## config.mk

```make
export PLATFORM = sky130hd
export DESIGN_NAME = spi_burst_master
export DESIGN_NICKNAME = d
export VERILOG_FILES = /design/src/rtl/spi_burst_pkg.sv /design/src/rtl/spi_burst_fifo.sv /design/src/rtl/spi_burst_shifter.sv /design/src/rtl/spi_burst_master.sv
export SDC_FILE = /design/constraint.sdc
export NUM_CORES = 1
export LEC_CHECK = 0
export BUFFER_PORTS_ARGS = -buffer_cell sky130_fd_sc_hd__buf_4
export CELL_PAD_IN_SITES_DETAIL_PLACEMENT = 1
export CELL_PAD_IN_SITES_GLOBAL_PLACEMENT = 1
export CORE_MARGIN = 10
export CORE_UTILIZATION = 54
export CTS_CLUSTER_DIAMETER = 80
export DETAILED_ROUTE_END_ITERATION = 12
export PLACE_DENSITY_LB_ADDON = 0.1
export SKIP_CTS_REPAIR_TIMING = 1
export SLEW_MARGIN = 40
export SYNTH_ARGS = -nofsm -noshare
export SYNTH_HDL_FRONTEND = slang
export SYNTH_SLANG_ARGS = --single-unit
```

## constraint.sdc

```tcl
create_clock -name clk -period 7 [get_ports clk]
set_input_delay 2.1 -clock clk [delete_from_list [all_inputs] [get_ports clk]]
set_output_delay 2.1 -clock clk [all_outputs]
set_load 0.01 [all_outputs]
```

## src/rtl/spi_burst_pkg.sv

```systemverilog
package spi_burst_pkg;
    localparam int CNT_W = 16;

    typedef enum logic [1:0] {PH_IDLE, PH_LOW, PH_HIGH} phase_e;

    typedef enum logic [2:0] {
        RA_CTRL  = 3'd0,
        RA_STAT  = 3'd1,
        RA_BURST = 3'd2,
        RA_SEND  = 3'd3,
        RA_CDIV  = 3'd4,
        RA_TXD   = 3'd5,
        RA_RXD   = 3'd6
    } reg_addr_e;

    localparam int B_EN    = 0;
    localparam int B_MST   = 1;
    localparam int B_TXCLR = 2;
    localparam int B_RXCLR = 3;
    localparam int B_XCH   = 4;
    localparam int B_SRST  = 31;

    typedef struct packed {
        logic [CNT_W-1:0] burst;
        logic [CNT_W-1:0] send;
        logic [7:0]       half;
    } xfer_cfg_t;

    function automatic logic [7:0] pick_byte(input logic take, input logic [7:0] head);
        return take ? head : 8'h00;
    endfunction
endpackage

```

## src/rtl/spi_burst_fifo.sv

```systemverilog
module spi_burst_fifo #(
    parameter int W     = 8,
    parameter int DEPTH = 64,
    localparam int PTR_W = $clog2(DEPTH),
    localparam int LVL_W = $clog2(DEPTH + 1)
) (
    input  logic             clk,
    input  logic             rst,
    input  logic             flush,
    input  logic             push,
    input  logic [W-1:0]     din,
    input  logic             pop,
    output logic [W-1:0]     dout,
    output logic [LVL_W-1:0] level,
    output logic             empty
);
    logic [W-1:0]     mem [DEPTH];
    logic [PTR_W-1:0] wp, rp;
    logic [LVL_W-1:0] cnt;
    logic             do_push, do_pop;

    function automatic logic [PTR_W-1:0] step(input logic [PTR_W-1:0] p);
        return (p == PTR_W'(DEPTH - 1)) ? '0 : p + PTR_W'(1);
    endfunction

    assign empty   = (cnt == '0);
    assign do_push = push && (cnt != LVL_W'(DEPTH));
    assign do_pop  = pop && !empty;
    assign dout    = mem[rp];
    assign level   = cnt;

    always_ff @(posedge clk) begin
        if (do_push && !flush && !rst) mem[wp] <= din;
    end

    always_ff @(posedge clk) begin
        if (rst || flush) begin
            wp  <= '0;
            rp  <= '0;
            cnt <= '0;
        end else begin
            if (do_push) wp <= step(wp);
            if (do_pop)  rp <= step(rp);
            cnt <= cnt + LVL_W'(do_push) - LVL_W'(do_pop);
        end
    end
endmodule

```

## src/rtl/spi_burst_shifter.sv

```systemverilog
module spi_burst_shifter
    import spi_burst_pkg::*;
(
    input  logic       clk,
    input  logic       rst,
    input  logic       start,
    input  xfer_cfg_t  cfg,
    input  logic [7:0] tx_head,
    input  logic       tx_empty,
    input  logic       miso,
    output logic       tx_pop,
    output logic       rx_push,
    output logic [7:0] rx_byte,
    output logic       sclk,
    output logic       mosi,
    output logic       cs_n,
    output logic       done
);
    phase_e           phase;
    xfer_cfg_t        cfg_q;
    logic [7:0]       cnt;
    logic [2:0]       bitn;
    logic [CNT_W-1:0] idx;
    logic [7:0]       sh_tx, sh_rx;
    logic             sclk_q, cs_q;

    logic             half_end, byte_end, last_byte, load, take;
    logic [CNT_W-1:0] load_idx, load_send;
    logic [7:0]       load_byte;

    assign half_end  = (cnt == cfg_q.half);
    assign byte_end  = (phase == PH_HIGH) && half_end && (bitn == 3'd7);
    assign last_byte = (idx + CNT_W'(1)) == cfg_q.burst;

    always_comb begin
        load      = 1'b0;
        load_idx  = '0;
        load_send = cfg_q.send;
        if (phase == PH_IDLE) begin
            load      = start && (cfg.burst != '0);
            load_send = cfg.send;
        end else if (byte_end && !last_byte) begin
            load     = 1'b1;
            load_idx = idx + CNT_W'(1);
        end
        take      = load && (load_idx < load_send) && !tx_empty;
        load_byte = pick_byte(take, tx_head);
    end

    assign tx_pop  = take;
    assign rx_push = byte_end;
    assign rx_byte = sh_rx;
    assign done    = ((phase == PH_IDLE) && start && (cfg.burst == '0)) || (byte_end && last_byte);
    assign sclk    = sclk_q;
    assign cs_n    = cs_q;
    assign mosi    = sh_tx[7];

    always_ff @(posedge clk) begin
        if (rst) begin
            phase  <= PH_IDLE;
            cfg_q  <= '0;
            cnt    <= '0;
            bitn   <= '0;
            idx    <= '0;
            sh_tx  <= '0;
            sh_rx  <= '0;
            sclk_q <= 1'b0;
            cs_q   <= 1'b1;
        end else begin
            case (phase)
                PH_IDLE: if (start) begin
                    cfg_q <= cfg;
                    if (cfg.burst != '0) begin
                        phase <= PH_LOW;
                        cs_q  <= 1'b0;
                        sh_tx <= load_byte;
                        cnt   <= '0;
                        bitn  <= '0;
                        idx   <= '0;
                    end
                end
                PH_LOW: begin
                    if (half_end) begin
                        sclk_q <= 1'b1;
                        sh_rx  <= {sh_rx[6:0], miso};
                        cnt    <= '0;
                        phase  <= PH_HIGH;
                    end else begin
                        cnt <= cnt + 8'd1;
                    end
                end
                PH_HIGH: begin
                    if (half_end) begin
                        sclk_q <= 1'b0;
                        cnt    <= '0;
                        if (bitn == 3'd7) begin
                            if (last_byte) begin
                                phase <= PH_IDLE;
                                cs_q  <= 1'b1;
                                sh_tx <= '0;
                            end else begin
                                idx   <= idx + CNT_W'(1);
                                bitn  <= '0;
                                sh_tx <= load_byte;
                                phase <= PH_LOW;
                            end
                        end else begin
                            bitn  <= bitn + 3'd1;
                            sh_tx <= {sh_tx[6:0], 1'b0};
                            phase <= PH_LOW;
                        end
                    end else begin
                        cnt <= cnt + 8'd1;
                    end
                end
                default: phase <= PH_IDLE;
            endcase
        end
    end
endmodule

```

## src/rtl/spi_burst_master.sv

```systemverilog
module spi_burst_master
    import spi_burst_pkg::*;
#(
    parameter int DEPTH       = 64,
    parameter int SRST_CYCLES = 4,
    localparam int LVL_W = $clog2(DEPTH + 1),
    localparam int SR_W  = $clog2(SRST_CYCLES + 1)
) (
    input  logic        clk,
    input  logic        rst,
    input  logic        reg_wr,
    input  logic        reg_rd,
    input  logic [2:0]  reg_addr,
    input  logic [31:0] reg_wdata,
    output logic [31:0] reg_rdata,
    output logic        spi_sclk,
    output logic        spi_mosi,
    output logic        spi_cs_n,
    input  logic        spi_miso
);
    logic             en_q, mst_q, xch_q, start_q;
    logic [CNT_W-1:0] burst_q, send_q;
    logic [15:0]      div_q;
    logic [SR_W-1:0]  srst_cnt;
    logic             srst_busy, core_rst;

    logic             wr_ok, wr_ctrl, tx_flush, rx_flush, tx_push, rx_pop;
    logic [7:0]       tx_head, rx_head, rx_byte;
    logic [LVL_W-1:0] tx_lvl, rx_lvl;
    logic             tx_empty, rx_empty, tx_pop, rx_push, xfer_done;
    xfer_cfg_t        cfg;

    wire unused_bits = ^{reg_wdata[30:16], reg_wdata[7:5], div_q[15:8]};

    assign srst_busy = (srst_cnt != '0);
    assign core_rst  = rst || srst_busy;
    assign wr_ok     = reg_wr && !srst_busy;
    assign wr_ctrl   = wr_ok && (reg_addr == RA_CTRL);
    assign tx_flush  = srst_busy || (wr_ctrl && reg_wdata[B_TXCLR]);
    assign rx_flush  = srst_busy || (wr_ctrl && reg_wdata[B_RXCLR]);
    assign tx_push   = wr_ok && (reg_addr == RA_TXD);
    assign rx_pop    = reg_rd && !srst_busy && (reg_addr == RA_RXD);
    assign cfg       = '{burst: burst_q, send: send_q, half: div_q[7:0]};

    always_ff @(posedge clk) begin
        if (rst) begin
            en_q     <= 1'b0;
            mst_q    <= 1'b0;
            xch_q    <= 1'b0;
            start_q  <= 1'b0;
            burst_q  <= '0;
            send_q   <= '0;
            div_q    <= '0;
            srst_cnt <= '0;
        end else if (srst_busy) begin
            xch_q    <= 1'b0;
            start_q  <= 1'b0;
            burst_q  <= '0;
            send_q   <= '0;
            div_q    <= '0;
            srst_cnt <= srst_cnt - SR_W'(1);
        end else begin
            start_q <= 1'b0;
            if (xfer_done) xch_q <= 1'b0;
            if (wr_ok) begin
                case (reg_addr)
                    RA_CTRL: begin
                        en_q  <= reg_wdata[B_EN];
                        mst_q <= reg_wdata[B_MST];
                        if (reg_wdata[B_SRST]) begin
                            srst_cnt <= SR_W'(SRST_CYCLES);
                        end else if (reg_wdata[B_XCH] && reg_wdata[B_EN] && reg_wdata[B_MST] && !xch_q) begin
                            xch_q   <= 1'b1;
                            start_q <= 1'b1;
                        end
                    end
                    RA_BURST: burst_q <= reg_wdata[CNT_W-1:0];
                    RA_SEND:  send_q  <= reg_wdata[CNT_W-1:0];
                    RA_CDIV:  div_q   <= reg_wdata[15:0];
                    default: ;
                endcase
            end
        end
    end

    always_comb begin
        reg_rdata = '0;
        case (reg_addr)
            RA_CTRL: begin
                reg_rdata[B_EN]   = en_q;
                reg_rdata[B_MST]  = mst_q;
                reg_rdata[B_XCH]  = xch_q;
                reg_rdata[B_SRST] = srst_busy;
            end
            RA_STAT: begin
                reg_rdata[6:0]  = 7'(rx_lvl);
                reg_rdata[14:8] = 7'(tx_lvl);
            end
            RA_BURST: reg_rdata[CNT_W-1:0] = burst_q;
            RA_SEND:  reg_rdata[CNT_W-1:0] = send_q;
            RA_CDIV:  reg_rdata[15:0]      = div_q;
            RA_RXD:   reg_rdata[7:0]       = rx_empty ? 8'h00 : rx_head;
            default: ;
        endcase
    end

    spi_burst_fifo #(.W(8), .DEPTH(DEPTH)) tx_fifo_i (
        .clk(clk), .rst(rst), .flush(tx_flush), .push(tx_push), .din(reg_wdata[7:0]),
        .pop(tx_pop), .dout(tx_head), .level(tx_lvl), .empty(tx_empty)
    );

    spi_burst_fifo #(.W(8), .DEPTH(DEPTH)) rx_fifo_i (
        .clk(clk), .rst(rst), .flush(rx_flush), .push(rx_push), .din(rx_byte),
        .pop(rx_pop), .dout(rx_head), .level(rx_lvl), .empty(rx_empty)
    );

    spi_burst_shifter shifter_i (
        .clk(clk), .rst(core_rst), .start(start_q), .cfg(cfg),
        .tx_head(tx_head), .tx_empty(tx_empty), .miso(spi_miso),
        .tx_pop(tx_pop), .rx_push(rx_push), .rx_byte(rx_byte),
        .sclk(spi_sclk), .mosi(spi_mosi), .cs_n(spi_cs_n), .done(xfer_done)
    );
endmodule

```

==> results of run 1 <==
cells in the final DEF (no fill, tap or decap), types with 14 or more instances in the layout:
| cell | netlist | layout |
|---|---|---|
| edfxtp_1 | 1024 | 1024 |
| mux4_2 | 331 | 331 |
| nand2_1 | 306 | 306 |
| dfxtp_1 | 192 | 174 |
| nor2_1 | 219 | 157 |
| a21oi_1 | 156 | 153 |
| clkbuf_16 | 0 | 122 |
| buf_4 | 18 | 102 |
| nor2_2 | 0 | 62 |
| ha_1 | 47 | 47 |
| nand3_1 | 42 | 42 |
| mux2i_1 | 42 | 42 |
| o21ai_0 | 39 | 38 |
| inv_1 | 37 | 37 |
| clkbuf_1 | 116 | 33 |
| xnor2_1 | 31 | 29 |
| nand4_1 | 29 | 29 |
| xor2_1 | 23 | 23 |
| or3_1 | 23 | 22 |
| clkinv_2 | 0 | 22 |
| clkinv_1 | 0 | 19 |
| nor2b_1 | 18 | 17 |
| conb_1 | 1 | 15 |
| o22ai_1 | 14 | 14 |
power by group through the flow:
stage	logic, uW	clock network (uW)	registers [uW]
final	429	6470	7810
after global routing	469	6890	7810
after CTS	427	6590	7810
after detailed placement	426	0	7970
after global placement	400	0	7970
after floorplan	228	0	7960
cells in the mapped netlist, types with 13 or more instances:
cell / instances / area [um2]
edfxtp_1: 1024 / 30700
mux4_2: 331 / 7450
nand2_1: 306 / 1150
nor2_1: 219 / 822
dfxtp_1: 192 / 3840
a21oi_1: 156 / 781
clkbuf_1: 116 / 435
ha_1: 47 / 588
mux2i_1: 42 / 420
nand3_1: 42 / 210
o21ai_0: 39 / 195
inv_1: 37 / 139
buf_1: 36 / 135
xnor2_1: 31 / 272
nand4_1: 29 / 181
or3_1: 23 / 144
xor2_1: 23 / 201
buf_4: 18 / 135
nor2b_1: 18 / 113
nor4_1: 14 / 87.6
o22ai_1: 14 / 87.6
a22oi_1: 13 / 97.6
nand2b_1: 13 / 81.3
flip-flops by register name, summed over array words and instances (netlist names), 2 cells and up, named ones only:
register           count
burst_q               16
div_q                 16
send_q                16
tx_fifo_i.wp           6
tx_fifo_i.level        7
rx_fifo_i.rp           6
shifter_i.rx_byte      8
rx_fifo_i.level        7
shifter_i.cnt          8
tx_fifo_i.mem        512
shifter_i.sh_tx        8
shifter_i.phase        2
shifter_i.idx         16
rx_fifo_i.wp           6
shifter_i.cfg_q       40
tx_fifo_i.rp           6
srst_cnt               3
shifter_i.bitn         3
rx_fifo_i.mem        512
metal layers:
metal	vias to the layer above	GRT usage
met2	808	0.396
li1	11600	-
met3	174	0.0294
met1	14300	0.332
met5	-	0
met4	0	0.0643
cell families (layout without fill, tap and decap cells):
| logic type | Yosys count | count (layout) |
|---|---|---|
| buffers and inverters | 221 | 380 |
| muxes | 387 | 387 |
| and+or+nand+nor | 719 | 719 |
| AOI/OAI and AO/OA | 287 | 287 |
| other | 1 | 15 |
| DFF | 1216 | 1216 |
| xor gates and xnor gates | 55 | 55 |
| adders and majority gates | 49 | 49 |
stage by stage:
step	hold slack [ns]	worst slack (ns)	std cells	power [uW]	util
final	0.462	0.400	4294	14700	0.608
after global routing	0.478	0.00340	4294	15200	0.608
after CTS	0.463	0.0300	4288	14800	0.605
after detailed placement	0.454	0.0967	4058	8390	0.561
after global placement	0.442	0.296	4058	8370	0.561
after floorplan	0.436	0.568	2949	8190	-
cell type report:
cell class | count | share of cell area
inverter | 37 | 0.00250
clock buffer | 167 | 0.0601
clock inverter | 63 | 0.0117
tap | 1186 | 0.0267
timing repair buffer | 113 | 0.0170
multi-input combinational | 1512 | 0.259
sequential | 1216 | 0.623
how the worst max path moves through the flow:
stage / start / to / slack, ns / depth (start not counted)
6_report: shifter_i.idx[1] / tx_fifo_i.level[6] / 0.40 / 26
4_1_cts: shifter_i.idx[1] / tx_fifo_i.level[6] / 0.03 / 26
2_1_floorplan: shifter_i.idx[1] / tx_fifo_i.level[6] / 0.57 / 32
3_5_place_dp: shifter_i.idx[1] / tx_fifo_i.level[6] / 0.1 / 26
3_3_place_gp: shifter_i.idx[1] / tx_fifo_i.level[6] / 0.30 / 26
5_1_grt: shifter_i.idx[4] / tx_fifo_i.level[6] / 0.003 / 26
critical path, cell delays in order, from the launching register on:
cell and delay (ns):
dfxtp_1 0.42, ha_1 0.32, and3_2 0.32, nand4_1 0.27, xnor2_2 0.29, o21ai_0 0.12, or3_1 0.37, nor3_1 0.32
or3_4 0.27, nor2_1 0.07, ha_1 0.30, nand2_1 0.10, nor3_1 0.28, o21ai_0 0.20, or4b_2 0.70, nand2_1 0.12
mux2i_2 0.09, ha_1 0.28, inv_1 0.04, ha_1 0.20, fa_1 0.43, a21oi_1 0.16, o21bai_1 0.11, a21oi_1 0.17
nor2_1 0.07, or3_1 0.35, a21oi_1 0.14
==> results.sh, run 1 <==
export IMPL_cp_start_kind="flop"
export IMPL_synth_top_family_by_area="multiplexers"
export IMPL_tritoncts="built"
export IMPL_worstPathArrival_ns=7.22
export IMPL_drt_iter0_drc=2437
export IMPL_finalSetupViolations=0
export IMPL_synthesis_area_um2=49600
export IMPL_die_area_um2=104000
export IMPL_clkPwrFrac=0.440
export IMPL_route_detailed_drc=0
export IMPL_grt_setup_unrepaired="false"
export IMPL_cp_required_ns=7.62
export IMPL_die_w_um=323
export IMPL_insertion_delay_ns=0.72
export IMPL_grt_overflow_total=0
export IMPL_synth_seq_cells=1216
export IMPL_path_class="flop to flop"
export IMPL_fmaxAchievable_mhz=152
export IMPL_n_antenna_cell=0
export IMPL_wirelength_mm=122
export IMPL_globalRouteTotalUtil=0.238
export IMPL_start_util=0.543
export IMPL_ant_nets=0
export IMPL_fin_crit_sh=0.943
export IMPL_seqCellArea_um2=34600
export IMPL_area_growth_pct=12.1
export IMPL_multi_input_area_um2=14400
export IMPL_power_frac_seq=0.531
export IMPL_fin_worst_skew_ns=0.0282
export IMPL_leakage_uw=0.0181
export IMPL_r2r_end="tx_fifo_i.level[6]"
export IMPL_tightest_slew_ns=0.873
export IMPL_synthXorXnorAreaFrac=0.00999
export IMPL_synth_area_mux_share=0.162
export IMPL_grt_max_degree=88
export IMPL_final_nets=3090
export IMPL_wl_met1_mm=51.7
export IMPL_status="complete, no violations"
export IMPL_gp_congestion=0.858
export IMPL_power_frac_comb=0.029
export IMPL_reg2reg_setup_slack_ns=0.40
export IMPL_yosys_area_share_simple=0.0647
export IMPL_hold_viol=0
export IMPL_dpl_cell_area_um2=51300
export IMPL_switchingPower_uw=3120
export IMPL_drive_gt1_frac=0.240
export IMPL_port_buffers=44
export IMPL_cts_path_max_buffers=3
export IMPL_avgRoutedWirePerCell_um=28.5
export IMPL_fillers=8055
export IMPL_rows=111
export IMPL_critPathMaxFanout=11
export IMPL_dr_wl_met3_mm=6.06
export IMPL_hp_start="div_q[15]"
export IMPL_async_flop_share=0
export IMPL_ctsHtreeMaxLevel=3
export IMPL_grt_pass1_wl_mm=187
export IMPL_yosysSeqAreaShare=0.698
export IMPL_die_y_um=323
export IMPL_ir_worst_vdd_mv=0.253
export IMPL_clkTransAtPathRegs_ns=0.06
export IMPL_yosysWarnings=0
export IMPL_synth_compound_area_frac=0.0342
export IMPL_synth_edf_count=1024
export IMPL_synthCells=2935
export IMPL_crit_path_end_kind="flop"
export IMPL_reg2reg_depth=26
export IMPL_cap_viol_max_count=0
export IMPL_final_min_clock_period_ns=6.60
export IMPL_switching_share=0.212
export IMPL_clkSinkCount=1216
export IMPL_slew_headroom=0.416
export IMPL_final_setup_tns_ns=0
export IMPL_hold_depth=2
export IMPL_highest_layer="met4"
export IMPL_min_path_type="flop to flop"
export IMPL_slew_violations=0
export IMPL_met2_wirelength_mm=61.8
export IMPL_cts_made_buffers=121
export IMPL_core_area_um2=91400
export IMPL_r2r_start="shifter_i.idx[1]"
export IMPL_antenna_found_initial=1
export IMPL_worstHoldEndpoint="div_q[15]"
export IMPL_fin_area_um2=55600
export IMPL_avgSynthCellArea_um2=16.9
export IMPL_cts_root_buf="clkbuf_16"
export IMPL_cellPowerDensity_nw_per_um2=265
export IMPL_grt_pass1_vias=28800
export IMPL_dp_hpwl_mm=77.4
export IMPL_synth_top_flop_cell="edfxtp_1"
export IMPL_yosysUniqueCellTypes=74
export IMPL_first_pass_iters=5
export IMPL_io_pins=75
export IMPL_intPower_uw=11600
export IMPL_synth_fa_ha_area_frac=0.0127
export IMPL_vias_per_cell=6.27
export IMPL_via_count=26900
Note: power is estimated with default switching activity, not from simulation.
==> run 2, diff against run 1 <==
- clock period: 7 -> 6.1 ns (I/O delays scaled with it)
==> results.sh, run 2 (synthesis gave the netlist of run 1 again) <==
export IMPL_met2_wirelength_mm=63.6
export IMPL_fmaxAchievable_mhz=171
export IMPL_path_common_cell="mux4_2"
export IMPL_grt_max_degree=76
export IMPL_final_common_cell="edfxtp_1"
export IMPL_antenna_found_initial=1
export IMPL_final_nets=3156
export IMPL_area_growth_pct=13.9
export IMPL_start_util=0.543
export IMPL_worst_slack_ns=0.244
export IMPL_tritoncts="built"
export IMPL_drive_gt1_frac=0.263
export IMPL_die_area_um2=104000
export IMPL_path_buf_inv=2
export IMPL_vias_per_cell=6.28
export IMPL_die_y_um=323
export IMPL_critPathMaxFanout=28
export IMPL_cpLargestDelayFamily="multiplexers"
export IMPL_critPathMaxStageDelay_ns=0.79
export IMPL_fillers=7927
export IMPL_gp_congestion=0.866
export IMPL_path_class="flop to output pin"
export IMPL_first_pass_iters=6
export IMPL_finalSetupViolations=0
export IMPL_dp_hpwl_mm=80.3
export IMPL_worstPathArrival_ns=4.03
export IMPL_insertion_delay_ns=0.74
export IMPL_cts_made_buffers=130
export IMPL_core_area_um2=91400
export IMPL_rows=111
export IMPL_tightest_slew_ns=0.871
export IMPL_cp_start_kind="flop"
export IMPL_total_power_uw=17400
export IMPL_cp_required_ns=4.27
export IMPL_final_min_clock_period_ns=5.86
export IMPL_cap_viol_max_count=0
export IMPL_dr_wl_met3_mm=7.00
export IMPL_slew_violations=0
export IMPL_via_count=27300
export IMPL_status="complete, no violations"
export IMPL_grt_pass1_wl_mm=191
export IMPL_port_buffers=44
export IMPL_final_cell_mix="1024 x edfxtp_1, 331 x mux4_2, 304 x nand2_1, 174 x dfxtp_1, 156 x nor2_1"
export IMPL_top_regs="rx_fifo_i.mem (512), tx_fifo_i.mem (512), shifter_i.cfg_q (40)"
export IMPL_highest_layer="met5"
export IMPL_leakage_uw=0.0185
export IMPL_ir_worst_vdd_mv=0.283
export IMPL_wl_met1_mm=52.4
export IMPL_hp_start="shifter_i.cfg_q[9]"
export IMPL_utilization=0.618
export IMPL_cts_path_max_buffers=3
export IMPL_avgRoutedWirePerCell_um=28.9
export IMPL_hold_viol=0
export IMPL_die_w_um=323
export IMPL_globalRouteTotalUtil=0.246
export IMPL_crit_path_end_kind="output pin"
export IMPL_r2r_start="shifter_i.idx[1]"
export IMPL_cp_cell_sequence="buf_4, mux4_2, mux4_2, mux4_2, nand2b_1, o221ai_1, buf_4"
export IMPL_grt_overflow_total=0
export IMPL_grt_pass1_vias=29000
export IMPL_fin_worst_skew_ns=0.0246
export IMPL_clkSinkCount=1216
export IMPL_ant_nets=0
export IMPL_route_detailed_drc=0
export IMPL_min_path_type="flop to flop"
export IMPL_clkTransAtPathRegs_ns=0.06
export IMPL_wirelength_mm=126
export IMPL_cellPowerDensity_nw_per_um2=308
export IMPL_critPathSlowestCell="dfxtp_4"
export IMPL_cts_root_buf="clkbuf_16"
export IMPL_fin_crit_sh=0.960
export IMPL_slew_headroom=0.417
export IMPL_io_pins=75
export IMPL_ctsHtreeMaxLevel=4
export IMPL_drt_iter0_drc=2464
export IMPL_n_antenna_cell=0
export IMPL_place_ws_ns=-0.396
## run 2: report_power, final
part	switching [uW]	internal, uW	total (uW)
sequential	17.3	8950	8960
clock	3290	4660	7950
combinational	407	99.8	507
total	3710	13700	17400
## run 2: stage by stage
stage	instances	cell area, um2	setup TNS (ns)	hold slack (ns)
after global routing	4354	56500	-0.0515	0.475
after CTS	4348	56100	-0.509	0.456
after floorplan	2949	49700	0	0.436
after global placement	4115	51800	-0.316	0.442
after detailed placement	4115	51800	-0.396	0.448
final	4354	56500	0	0.453
## run 2: tightest hold or removal path, stage by stage, from the launching register on
cell and delay, ns:
dfxtp_1 0.31, nand2_1 0.05, a21oi_1 0.05
## run 2: layout make-up
cell class | count | area, um2 | area share
clock inverters | 62 | 801 | 0.0142
clock buffers | 171 | 3510 | 0.0621
inverters | 37 | 139 | 0.00246
well taps | 1186 | 1480 | 0.0263
flip-flops and latches | 1216 | 34600 | 0.613
multi-input cells | 1512 | 14500 | 0.256
repair buffers | 170 | 1430 | 0.0254
## run 2: worst paths after layout
check                                          end  slack [ns]  cells after the start
worst min-delay path            shifter_i.cfg_q[9]        0.45                      2
worst min register to register  shifter_i.cfg_q[9]        0.45                      2
worst max register to register  tx_fifo_i.level[6]        0.30                     30
worst max-delay path                  reg_rdata[6]        0.24                      7
## run 2: metal layers
layer,GRT usage,vias up
met5,0,-
met4,0.0663,2
met3,0.0423,192
met2,0.410,849
met1,0.334,14500
li1,-,11800
